File: src/rtl/lsm_pkg.sv
package lsm_pkg;
   typedef enum logic [1:0] {
      XF_BLOCK = 2'd0,
      XF_PUSH  = 2'd1,
      XF_POP   = 2'd2
   } xf_form_e;

   typedef enum logic [1:0] {
      ST_IDLE = 2'd0,
      ST_RUN  = 2'd1,
      ST_FIN  = 2'd2
   } seq_state_e;
endpackage

File: src/rtl/lsm_decode.sv
module lsm_decode import lsm_pkg::*; #(
   parameter int LIST_W  = 16,
   parameter int STACK_W = 8,
   parameter int IDX_W   = 4,
   parameter int SP_IDX  = 13
)(
   input  logic [1:0]        form,
   input  logic [LIST_W-1:0] list,
   input  logic [IDX_W-1:0]  base_idx,
   input  logic              up,
   input  logic              pre,
   input  logic              wb_en,
   input  logic              load,
   input  logic              user_sel,
   output logic [LIST_W-1:0] mask,
   output logic              eff_up,
   output logic              eff_pre,
   output logic              eff_wb,
   output logic              eff_load,
   output logic              eff_user,
   output logic [IDX_W-1:0]  eff_bidx
);
   localparam int LINK_IDX = LIST_W - 2;
   localparam int PC_IDX   = LIST_W - 1;

   logic [LIST_W-1:0] low_part;

   assign low_part = LIST_W'(list[STACK_W-1:0]);

   always_comb begin
      mask     = list;
      eff_up   = up;
      eff_wb   = wb_en;
      eff_load = load;
      eff_user = user_sel & (~load | ~list[PC_IDX]);
      eff_bidx = base_idx;
      eff_pre  = up ? pre : ~pre;
      case (xf_form_e'(form))
         XF_PUSH: begin
            mask           = low_part;
            mask[LINK_IDX] = list[STACK_W];
            eff_up   = 1'b0;
            eff_pre  = 1'b0;
            eff_wb   = 1'b1;
            eff_load = 1'b0;
            eff_user = 1'b0;
            eff_bidx = IDX_W'(SP_IDX);
         end
         XF_POP: begin
            mask         = low_part;
            mask[PC_IDX] = list[STACK_W];
            eff_up   = 1'b1;
            eff_pre  = 1'b0;
            eff_wb   = 1'b1;
            eff_load = 1'b1;
            eff_user = 1'b0;
            eff_bidx = IDX_W'(SP_IDX);
         end
         default: ;
      endcase
   end
endmodule

File: src/rtl/lsm_popcnt.sv
module lsm_popcnt #(
   parameter int W  = 16,
   parameter int CW = 6
)(
   input  logic [W-1:0]  vec,
   output logic [CW-1:0] count
);
   always_comb begin
      count = '0;
      for (int i = 0; i < W; i++) count = count + CW'(vec[i]);
   end
endmodule

File: src/rtl/lsm_lowbit.sv
module lsm_lowbit #(
   parameter int W     = 16,
   parameter int IDX_W = 4
)(
   input  logic [W-1:0]     vec,
   output logic [IDX_W-1:0] idx,
   output logic             any
);
   always_comb begin
      idx = '0;
      any = 1'b0;
      for (int i = W - 1; i >= 0; i--) begin
         if (vec[i]) begin
            idx = IDX_W'(i);
            any = 1'b1;
         end
      end
   end
endmodule

File: src/rtl/lsm_seq.sv
module lsm_seq import lsm_pkg::*; #(
   parameter int ADDR_W     = 32,
   parameter int LIST_W     = 16,
   parameter int STACK_W    = 8,
   parameter int CNT_W      = 6,
   parameter int WORD_BYTES = 4,
   parameter int SP_IDX     = 13,
   parameter int BASE_RULE  = 1
)(
   input  logic                      clk,
   input  logic                      rst_n,
   input  logic                      start,
   input  logic [1:0]                form,
   input  logic [LIST_W-1:0]         list,
   input  logic [ADDR_W-1:0]         base_addr,
   input  logic [$clog2(LIST_W)-1:0] base_idx,
   input  logic                      up,
   input  logic                      pre,
   input  logic                      wb_en,
   input  logic                      load,
   input  logic                      user_sel,
   output logic                      req_valid,
   input  logic                      req_ack,
   output logic [$clog2(LIST_W)-1:0] req_idx,
   output logic [ADDR_W-1:0]         req_addr,
   output logic                      req_write,
   output logic                      req_user,
   output logic                      done,
   output logic                      wb_valid,
   output logic [ADDR_W-1:0]         wb_value,
   output logic [CNT_W-1:0]          cycle_cnt,
   output logic                      pc_loaded
);
   localparam int IDX_W  = $clog2(LIST_W);
   localparam int PC_IDX = LIST_W - 1;
   localparam logic [ADDR_W-1:0] STEP = ADDR_W'(WORD_BYTES);
   localparam logic [CNT_W-1:0]  BASE_CYC = CNT_W'(2);
   localparam logic [CNT_W-1:0]  PC_CYC   = CNT_W'(2);

   if (LIST_W != (1 << IDX_W)) begin : g_bad_list
      $error("LIST_W must be a power of two");
   end
   if (LIST_W < STACK_W + 2) begin : g_bad_stack
      $error("LIST_W too small for stack form");
   end
   if ((1 << CNT_W) <= LIST_W + 4) begin : g_bad_cnt
      $error("CNT_W too small for cycle count");
   end
   if (SP_IDX >= LIST_W - 2) begin : g_bad_sp
      $error("SP_IDX collides with link or PC");
   end

   logic [LIST_W-1:0] d_mask;
   logic              d_up, d_pre, d_wb, d_load, d_user;
   logic [IDX_W-1:0]  d_bidx;
   logic [CNT_W-1:0]  d_cnt;

   lsm_decode #(.LIST_W(LIST_W), .STACK_W(STACK_W), .IDX_W(IDX_W), .SP_IDX(SP_IDX)) dec_i (
      .form(form), .list(list), .base_idx(base_idx), .up(up), .pre(pre),
      .wb_en(wb_en), .load(load), .user_sel(user_sel), .mask(d_mask),
      .eff_up(d_up), .eff_pre(d_pre), .eff_wb(d_wb), .eff_load(d_load),
      .eff_user(d_user), .eff_bidx(d_bidx)
   );

   lsm_popcnt #(.W(LIST_W), .CW(CNT_W)) cnt_i (.vec(d_mask), .count(d_cnt));

   seq_state_e        state;
   logic [LIST_W-1:0] pend, full;
   logic [ADDR_W-1:0] cur, low_a;
   logic [CNT_W-1:0]  n_r;
   logic              up_r, pre_r, wb_r, ld_r, us_r;
   logic [IDX_W-1:0]  bidx_r;
   logic [IDX_W-1:0]  p_idx;
   logic              p_any;
   logic [ADDR_W-1:0] span, first_a;

   lsm_lowbit #(.W(LIST_W), .IDX_W(IDX_W)) pick_i (.vec(pend), .idx(p_idx), .any(p_any));

   assign span    = ADDR_W'(d_cnt) * STEP;
   assign first_a = d_up ? base_addr : base_addr - span;

   always_ff @(posedge clk or negedge rst_n) begin
      if (!rst_n) begin
         state  <= ST_IDLE;
         pend   <= '0;
         full   <= '0;
         cur    <= '0;
         low_a  <= '0;
         n_r    <= '0;
         up_r   <= 1'b0;
         pre_r  <= 1'b0;
         wb_r   <= 1'b0;
         ld_r   <= 1'b0;
         us_r   <= 1'b0;
         bidx_r <= '0;
      end else begin
         case (state)
            ST_IDLE: if (start) begin
               pend   <= d_mask;
               full   <= d_mask;
               n_r    <= d_cnt;
               cur    <= first_a;
               low_a  <= first_a;
               up_r   <= d_up;
               pre_r  <= d_pre;
               wb_r   <= d_wb;
               ld_r   <= d_load;
               us_r   <= d_user;
               bidx_r <= d_bidx;
               state  <= ST_RUN;
            end
            ST_RUN: begin
               if (!p_any) state <= ST_FIN;
               else if (req_ack) begin
                  pend[p_idx] <= 1'b0;
                  cur         <= cur + STEP;
               end
            end
            default: state <= ST_IDLE;
         endcase
      end
   end

   // writeback permission when the base register is part of a load
   logic base_in, wb_ok;
   assign base_in = full[bidx_r];

   if (BASE_RULE != 0) begin : g_rule_keep
      logic sole, above;
      assign sole  = (full == (LIST_W'(1) << bidx_r));
      assign above = |((full >> bidx_r) >> 1);
      assign wb_ok = ~(ld_r & base_in) | sole | above;
   end else begin : g_rule_drop
      assign wb_ok = ~(ld_r & base_in);
   end

   logic pc_hit;
   assign pc_hit = ld_r & full[PC_IDX];

   assign req_valid = (state == ST_RUN) && p_any;
   assign req_idx   = p_idx;
   assign req_addr  = cur + (pre_r ? STEP : '0);
   assign req_write = ~ld_r;
   assign req_user  = us_r;
   assign done      = (state == ST_FIN);
   assign wb_valid  = done & wb_r & wb_ok;
   assign wb_value  = done ? (up_r ? cur : low_a) : '0;
   assign cycle_cnt = done ? (BASE_CYC + n_r + (pc_hit ? PC_CYC : '0)) : '0;
   assign pc_loaded = done & pc_hit;
endmodule

File: config.mk
export PLATFORM = sky130hd
export DESIGN_NAME = lsm_seq
export DESIGN_NICKNAME = d
export VERILOG_FILES = /design/src/rtl/lsm_pkg.sv /design/src/rtl/lsm_decode.sv /design/src/rtl/lsm_popcnt.sv /design/src/rtl/lsm_lowbit.sv /design/src/rtl/lsm_seq.sv
export SDC_FILE = /design/constraint.sdc
export NUM_CORES = 1
export LEC_CHECK = 0
export ABC_AREA = 1
export BUFFER_PORTS_ARGS = -buffer_cell sky130_fd_sc_hd__buf_2
export CAP_MARGIN = 20
export CELL_PAD_IN_SITES_DETAIL_PLACEMENT = 0
export CELL_PAD_IN_SITES_GLOBAL_PLACEMENT = 1
export CORE_ASPECT_RATIO = 0.5
export CORE_MARGIN = 5
export CORE_UTILIZATION = 41
export DETAILED_ROUTE_END_ITERATION = 8
export MAX_ROUTING_LAYER = met4
export PLACE_DENSITY = 0.83
export SLEW_MARGIN = 30
export SYNTH_ARGS = -nofsm -noshare
export SYNTH_HDL_FRONTEND = slang
export SYNTH_HIERARCHICAL = 1
export SYNTH_SLANG_ARGS = --single-unit
File: constraint.sdc
create_clock -name clk -period 2.5 [get_ports clk]
set_input_delay 0.375 -clock clk [delete_from_list [all_inputs] [get_ports clk]]
set_output_delay 0.375 -clock clk [all_outputs]
set_load 0.05 [all_outputs]
Word level (Yosys, flattened, before mapping)

Cells that the tools add are included.

Register bits: 113
Latch bits: 0
RAM bits: 0
Memory bits (read-only): 0
Bits of input ports: 63
Output and inout bits: 80
Logic and storage cells: 132
Memories kept: 0

Add/sub/neg operators: 20
Multiply operators: 0
Div/mod/pow operators: 0
Magnitude comparators: 3
Eq/ne operators: 9
Shifts and indexed selects: 2
Muxes and demuxes: 61
Bitwise gates (word level): 16
Reductions and logical operators: 9

Operators by type and width:

| operator                                                                      | count |
|---|---|
| 32-bit two-way mux                                                            | 6 |
| 6-bit by 1-bit adder with 6-bit output                                        | 14 |
| 4-bit two-way mux                                                             | 17 |
| 16-bit one-hot mux with 2 select lines                                        | 2 |
| 32-bit one-hot mux with 2 select lines                                        | 1 |
| 16-bit two-way mux                                                            | 3 |
| 32-bit by 3-bit adder with 32-bit output                                      | 1 |
| 32-bit by 3-bit adder with 32-bit output (second input constant)              | 1 |
| 32-bit by 8-bit subtractor with 32-bit output                                 | 1 |
| 1-bit two-way mux                                                             | 22 |
| 16-bit AND                                                                    | 1 |
| 16-bit equality test                                                          | 1 |
| 16-bit inverter                                                               | 1 |
| 1-bit by 4-bit left shift with 16-bit output (first input constant)           | 1 |
| 16-bit by 4-bit >> shifter with 16-bit output                                 | 1 |
| 15-bit OR reduction                                                           | 1 |
| 4-bit by 5-bit less-than comparator with 1-bit output (second input constant) | 2 |
| 2-bit inequality test (second input constant)                                 | 4 |
| 2-bit by 6-bit adder with 6-bit output (first input constant)                 | 1 |
| 6-bit by 2-bit adder with 6-bit output                                        | 1 |
| 1-bit AND                                                                     | 6 |
| 2-bit two-way mux                                                             | 3 |
| 6-bit two-way mux                                                             | 1 |
| 1-bit inverter                                                                | 5 |
| 16 further kinds                                                              | 23 |

Logic depth before layout (Yosys ltp)

Depth after elaboration: 25
Gate-level depth with buffers: 31
Gate-level depth less buffers: 31

Modules after synthesis

The synthesis kept the hierarchy.

By module, submodules not included:

| module     | times used | cells each | area each (sq um) | sequential area each (sq um) |
|---|---|---|---|---|
| lsm_seq    | 1          | 1,303      | 8,406.8           | 2,827.7 |
| lsm_popcnt | 1          | 50         | 410.4             | 0.0 |
| lsm_decode | 1          | 50         | 262.8             | 0.0 |
| lsm_lowbit | 1          | 49         | 209.0             | 0.0 |

Worst setup path after synthesis

Ideal clock, no wire load.

Kind: input to register
Start point: in form[0]
End point: reg cur[16]
Library setup time: 121 ps
Arrival time: 5,115 ps
Data required time: 2,379 ps
Path slack: -2,736 ps
Stages: 28
Buffers on the path: 1
Path through: inv_1 -> ha_1 -> buf_4 -> nand2_1 -> inv_1 -> inv_1 -> fa_1 -> inv_1 -> fa_1 -> fa_1 -> inv_1 -> fa_1 -> inv_1 -> ha_1 -> inv_1 -> fa_1 -> xnor2_1 -> inv_1 -> ha_1 -> nand2_1 -> nand2_1 -> nand3_1 -> nand3_1 -> nor2_4 -> nand2_1 -> xor2_1 -> o21bai_1 -> nand2_1

Elaborated cells between the ends (all ways): 16
Those cells by class: 9 x add/sub; 2 x eq/ne; 5 x mux

RTL lines:

| item                                                                                  | line             | RTL |
|---|---|---|
| from (decl)                                                                           | lsm_seq.sv:13    | `input logic [1:0] form,` |
| 2-bit equality test or 2-bit by 1-bit equality test with 1-bit output (tied branches) | lsm_decode.sv:38 | `case (xf_form_e'(form))` |
| 16-bit one-hot mux with 2 select lines *                                              | lsm_decode.sv:38 |  |
| named net d_mask[11]                                                                  | lsm_seq.sv:53    | `logic [LIST_W-1:0] d_mask;` |
| 6-bit by 1-bit adder with 6-bit output * (5 in a row)                                 | lsm_popcnt.sv:10 | `for (int i = 0; i < W; i++) count = count + CW'(vec[i]);` |
| named net d_cnt[2]                                                                    | lsm_seq.sv:56    | `logic [CNT_W-1:0] d_cnt;` |
| 32-bit by 8-bit subtractor with 32-bit output *                                       | lsm_seq.sv:80    | `assign first_a = d_up ? base_addr : base_addr - span;` |
| 32-bit two-way mux *                                                                  | lsm_seq.sv:80    |  |
| 32-bit two-way mux *                                                                  | lsm_seq.sv:98    | `ST_IDLE: if (start) begin` |
| 32-bit one-hot mux with 2 select lines *                                              | lsm_seq.sv:97    | `case (state)` |
| to (signal assigned)                                                                  | lsm_seq.sv:102   | `cur <= first_a;` |
| to (signal assigned)                                                                  | lsm_seq.sv:116   | `cur <= cur + STEP;` |
| to (decl)                                                                             | lsm_seq.sv:69    | `logic [ADDR_W-1:0] cur, low_a;` |

The timed path passes the listed nets; every way through them passes the cells marked *. The select of a mux whose other input is x is not followed.
A chain may end at the register's enable or synchronous reset.

Final worst setup path

Start point: in form[0]
End point: reg low_a[30]

Elaborated cells between the ends (all ways): 14
Those cells by class: 9 x add/sub; 2 x eq/ne; 3 x mux

RTL lines:

| item                                                                                  | line             | RTL |
|---|---|---|
| 2-bit equality test or 2-bit by 1-bit equality test with 1-bit output (tied branches) | lsm_decode.sv:38 |  |
| 16-bit one-hot mux with 2 select lines *                                              | lsm_decode.sv:38 |  |
| named net d_mask[9]                                                                   | lsm_seq.sv:53    |  |
| 6-bit by 1-bit adder with 6-bit output * (7 in a row)                                 | lsm_popcnt.sv:10 |  |
| named net d_cnt[1]                                                                    | lsm_seq.sv:56    |  |
| 32-bit by 8-bit subtractor with 32-bit output *                                       | lsm_seq.sv:80    |  |
| 32-bit two-way mux *                                                                  | lsm_seq.sv:80    |  |
| to (signal assigned)                                                                  | lsm_seq.sv:103   | `low_a <= first_a;` |
| to (decl)                                                                             | lsm_seq.sv:69    |  |

The timed path passes the listed nets; every way through them passes the cells marked *.

==> impl_metrics.json <==
{
  "grt-ovfl-total": 0,
  "dr.first_iter.drc_count": 887,
  "use_met1": 0.342,
  "finalSetupViolCount": 80,
  "place.gp.congestion": 0.940,
  "drc": 0,
  "cts_root_buf": "clkbuf_16",
  "antenna_found_initial": 0,
  "relSlewSlack": 0.536,
  "die_h_um": 116,
  "grt_pass1_vias": 10000,
  "grt_use_total": 0.268,
  "synthCells": 1452,
  "start_util": 0.423,
  "fin_ws_ns": -2.42,
  "timing.fmax_mhz": 203,
  "ys_seq_area_frac": 0.304,
  "drive_gt1_frac": 0.333,
  "synth_cell_types": 41,
  "core_area_um2": 22000,
  "via_per_inst": 5.31,
  "synthTopCellsByArea": "dfrtp_1, nand2_1, inv_1",
  "busiest_layer": "met2",
  "antennaDiodeCount": 0,
  "synthArstFlopShare": 1.00,
  "tritoncts": "built",
  "vias": 10600,
  "htree_num_levels": 4,
  "hold_viol": 0,
  "grt_pass1_wl_um": 53400,
  "rsz0062_at_grt": "true",
  "clk_latency_ns": 0.43,
  "peakVddDrop_v": 0.000910,
  "synth_seq_cells": 113,
  "path_class": "in2reg",
  "hp-class": "in2reg",
  "max-cap-violations": 0,
  "post-place-ws_ns": -2.97,
  "drt-pass1-iter-count": 6,
  "detail-route-antenna-nets": 0,
  "clk_pin_slew_ns": 0.06,
  "tightest_slew_ns": 0.696,
  "hold_start": "base_addr[0]",
  "met3_usage": 0.0389,
  "wl_per_cell_um": 17.5,
  "syn_area_per_cell_um2": 6.40,
  "yosysTopAreaCell": "dfrtp_1",
  "required_ns": 2.79,
  "rrSetupSlack_ns": 0.22,
  "nets": 1779,
  "cp_max_fo": 7,
  "powerDensity_nw_per_um2": 1390,
  "reg2regPathDepth": 11,
  "cp_num_buf_inv": 10,
  "wl_um": 34900,
  "reg2reg_to": "cur[10]",
  "numCtsBuffers": 17,
  "yosysMostFrequentCell": "nand2_1",
  "dp.cells": 1909,
  "postPlaceCellArea_um2": 10900,
  "fin_crit_sh": 1.97,
  "use_met2": 0.440,
  "power.total_mw": 18.2,
  "crit_slowest_cell": "fa_2",
  "dp_hpwl_um": 24800,
  "start_kind": "input pin",
  "syn_to_final_growth_pct": 40.5,
  "period_needed_ns": 4.92,
  "fin_util": 0.594,
  "status": "complete, but fails checks",
  "n_fill_cell": 2091,
  "port_buffers": 142,
  "die_area_um2": 25900,
  "die_w_um": 223,
  "ios": 143,
  "min_to": "low_a[0]",
  "cts.path.max_buffers": 2,
  "total_leakage_power_nw": 6.43,
  "crit_path_end_kind": "flop",
  "synth_flop_cell": "dfrtp_1",
  "rows": 38,
  "cts_sinks": 113,
  "whs_path_depth": 3,
  "violations": "negative setup slack",
  "instances_no_fill": 1998,
  "arrival_ns": 5.21,
  "syn_area_um2": 9290,
  "yosysWarnings": 6,
  "synth_nets": 1546,
  "grt_max_degree": 68,
  "synth_common_cells": "nand2_1, inv_1, nor2_1, dfrtp_1, nand3_1",
  "rr_startpoint": "pend[15]",
  "slew_violations": 0,
  "synth_edf_count": 0,
  "skew_ns": 0.00759,
  "synth_top_area_share": 0.304,
  "cp_top_family": "adder cells",
  "fin_area_um2": 13100,
  "crit_top_cell": "inv_2",
  "cp_slowest_stage_delay_ns": 0.57
}
per-layer routing:
metal	wire [um]	vias up
met5	0	-
met4	1190	0
met3	1960	78
met2	16600	366
met1	15200	5080
li1	-	5078
power breakdown:
part / total (mW) / internal [mW] / leakage (nW) / switching (mW)
clock network: 2.41 / 1.40 / 0.270 / 1.00
logic: 12.1 / 4.63 / 4.80 / 7.50
registers: 3.61 / 2.74 / 1.36 / 0.869
total: 18.2 / 8.78 / 6.43 / 9.37
cells in the final DEF, fill, tap and decap left out, types with 14 or more instances in the layout:
master,n
nand2_1,389
inv_1,151
buf_4,120
nor2_1,115
buf_2,107
dfrtp_1,96
nand3_1,85
o21ai_0,84
a21oi_1,71
buf_6,47
nand2_2,42
inv_2,32
nand4_1,32
xor2_2,24
xor2_1,23
nor2_4,22
nand3_2,21
o21ai_1,20
clkbuf_16,18
a21oi_2,16
dfrtp_2,16
nor3_1,14
kinds of logic after synthesis:
family          after synthesis  share of synthesized area
xor+xnor                     50                     0.0471
other cells                   1                   0.000404
buf+inv                     259                      0.115
flops                       113                      0.304
compound gates              227                      0.128
simple gates                771                      0.354
fa+ha+maj                    31                     0.0506
repair_timing:
item | in CTS | in global routing
cloned | 2 | 0
endpoints found under the hold margin | 18 | 0
gates resized for setup | 194 | 112
setup endpoints to repair | 98 | 99
hold buffers | 1 | 0
buffers inserted | 41 | 27
pin swaps | 83 | 70
tightest hold or removal path, stage by stage:
cell	delay, ns
buf_2	0.07
nand2_1	0.05
nand2_1	0.05
state kept, by name, indices dropped and copies added, names as in the netlist, 2 cells and up:
| register | flops |
|---|---|
| n_r | 6 |
| state | 2 |
| low_a | 32 |
| cur | 32 |
| pend | 16 |
| full | 16 |
| bidx_r | 4 |
stage by stage:
| stage | hold slack (ns) | setup TNS (ns) |
|---|---|---|
| floorplan | 0.0794 | -142.49 |
| global placement | 0.279 | -168.50 |
| detailed placement | 0.279 | -172.79 |
| CTS | 0.143 | -136.39 |
| global route | 0.161 | -152.36 |
| finish | 0.154 | -139.95 |
worst max-delay path by stage:
stage / start / slack (ns) / end / cells past startpoint
after floorplan: form[0] / -2.48 / cur[21] / 29
after global placement: form[0] / -2.90 / cur[14] / 27
after detailed placement: form[0] / -2.97 / cur[29] / 29
after CTS: form[0] / -2.34 / cur[30] / 30
after global routing: form[0] / -2.60 / cur[31] / 32
final: form[0] / -2.42 / low_a[30] / 27
area by class of cell:
type	instances	area, um^2	area share
timing repair buffer	282	2100	0.161
clock buffer	18	439	0.0336
clock inverter	14	131	0.0101
sequential	113	2850	0.218
tap	300	375	0.0288
inverter	189	734	0.0563
timing repair inverter	1	7.51	0.000575
multi-input combinational	1081	6420	0.492
No activity file was read; power rests on OpenSTA's default activity.
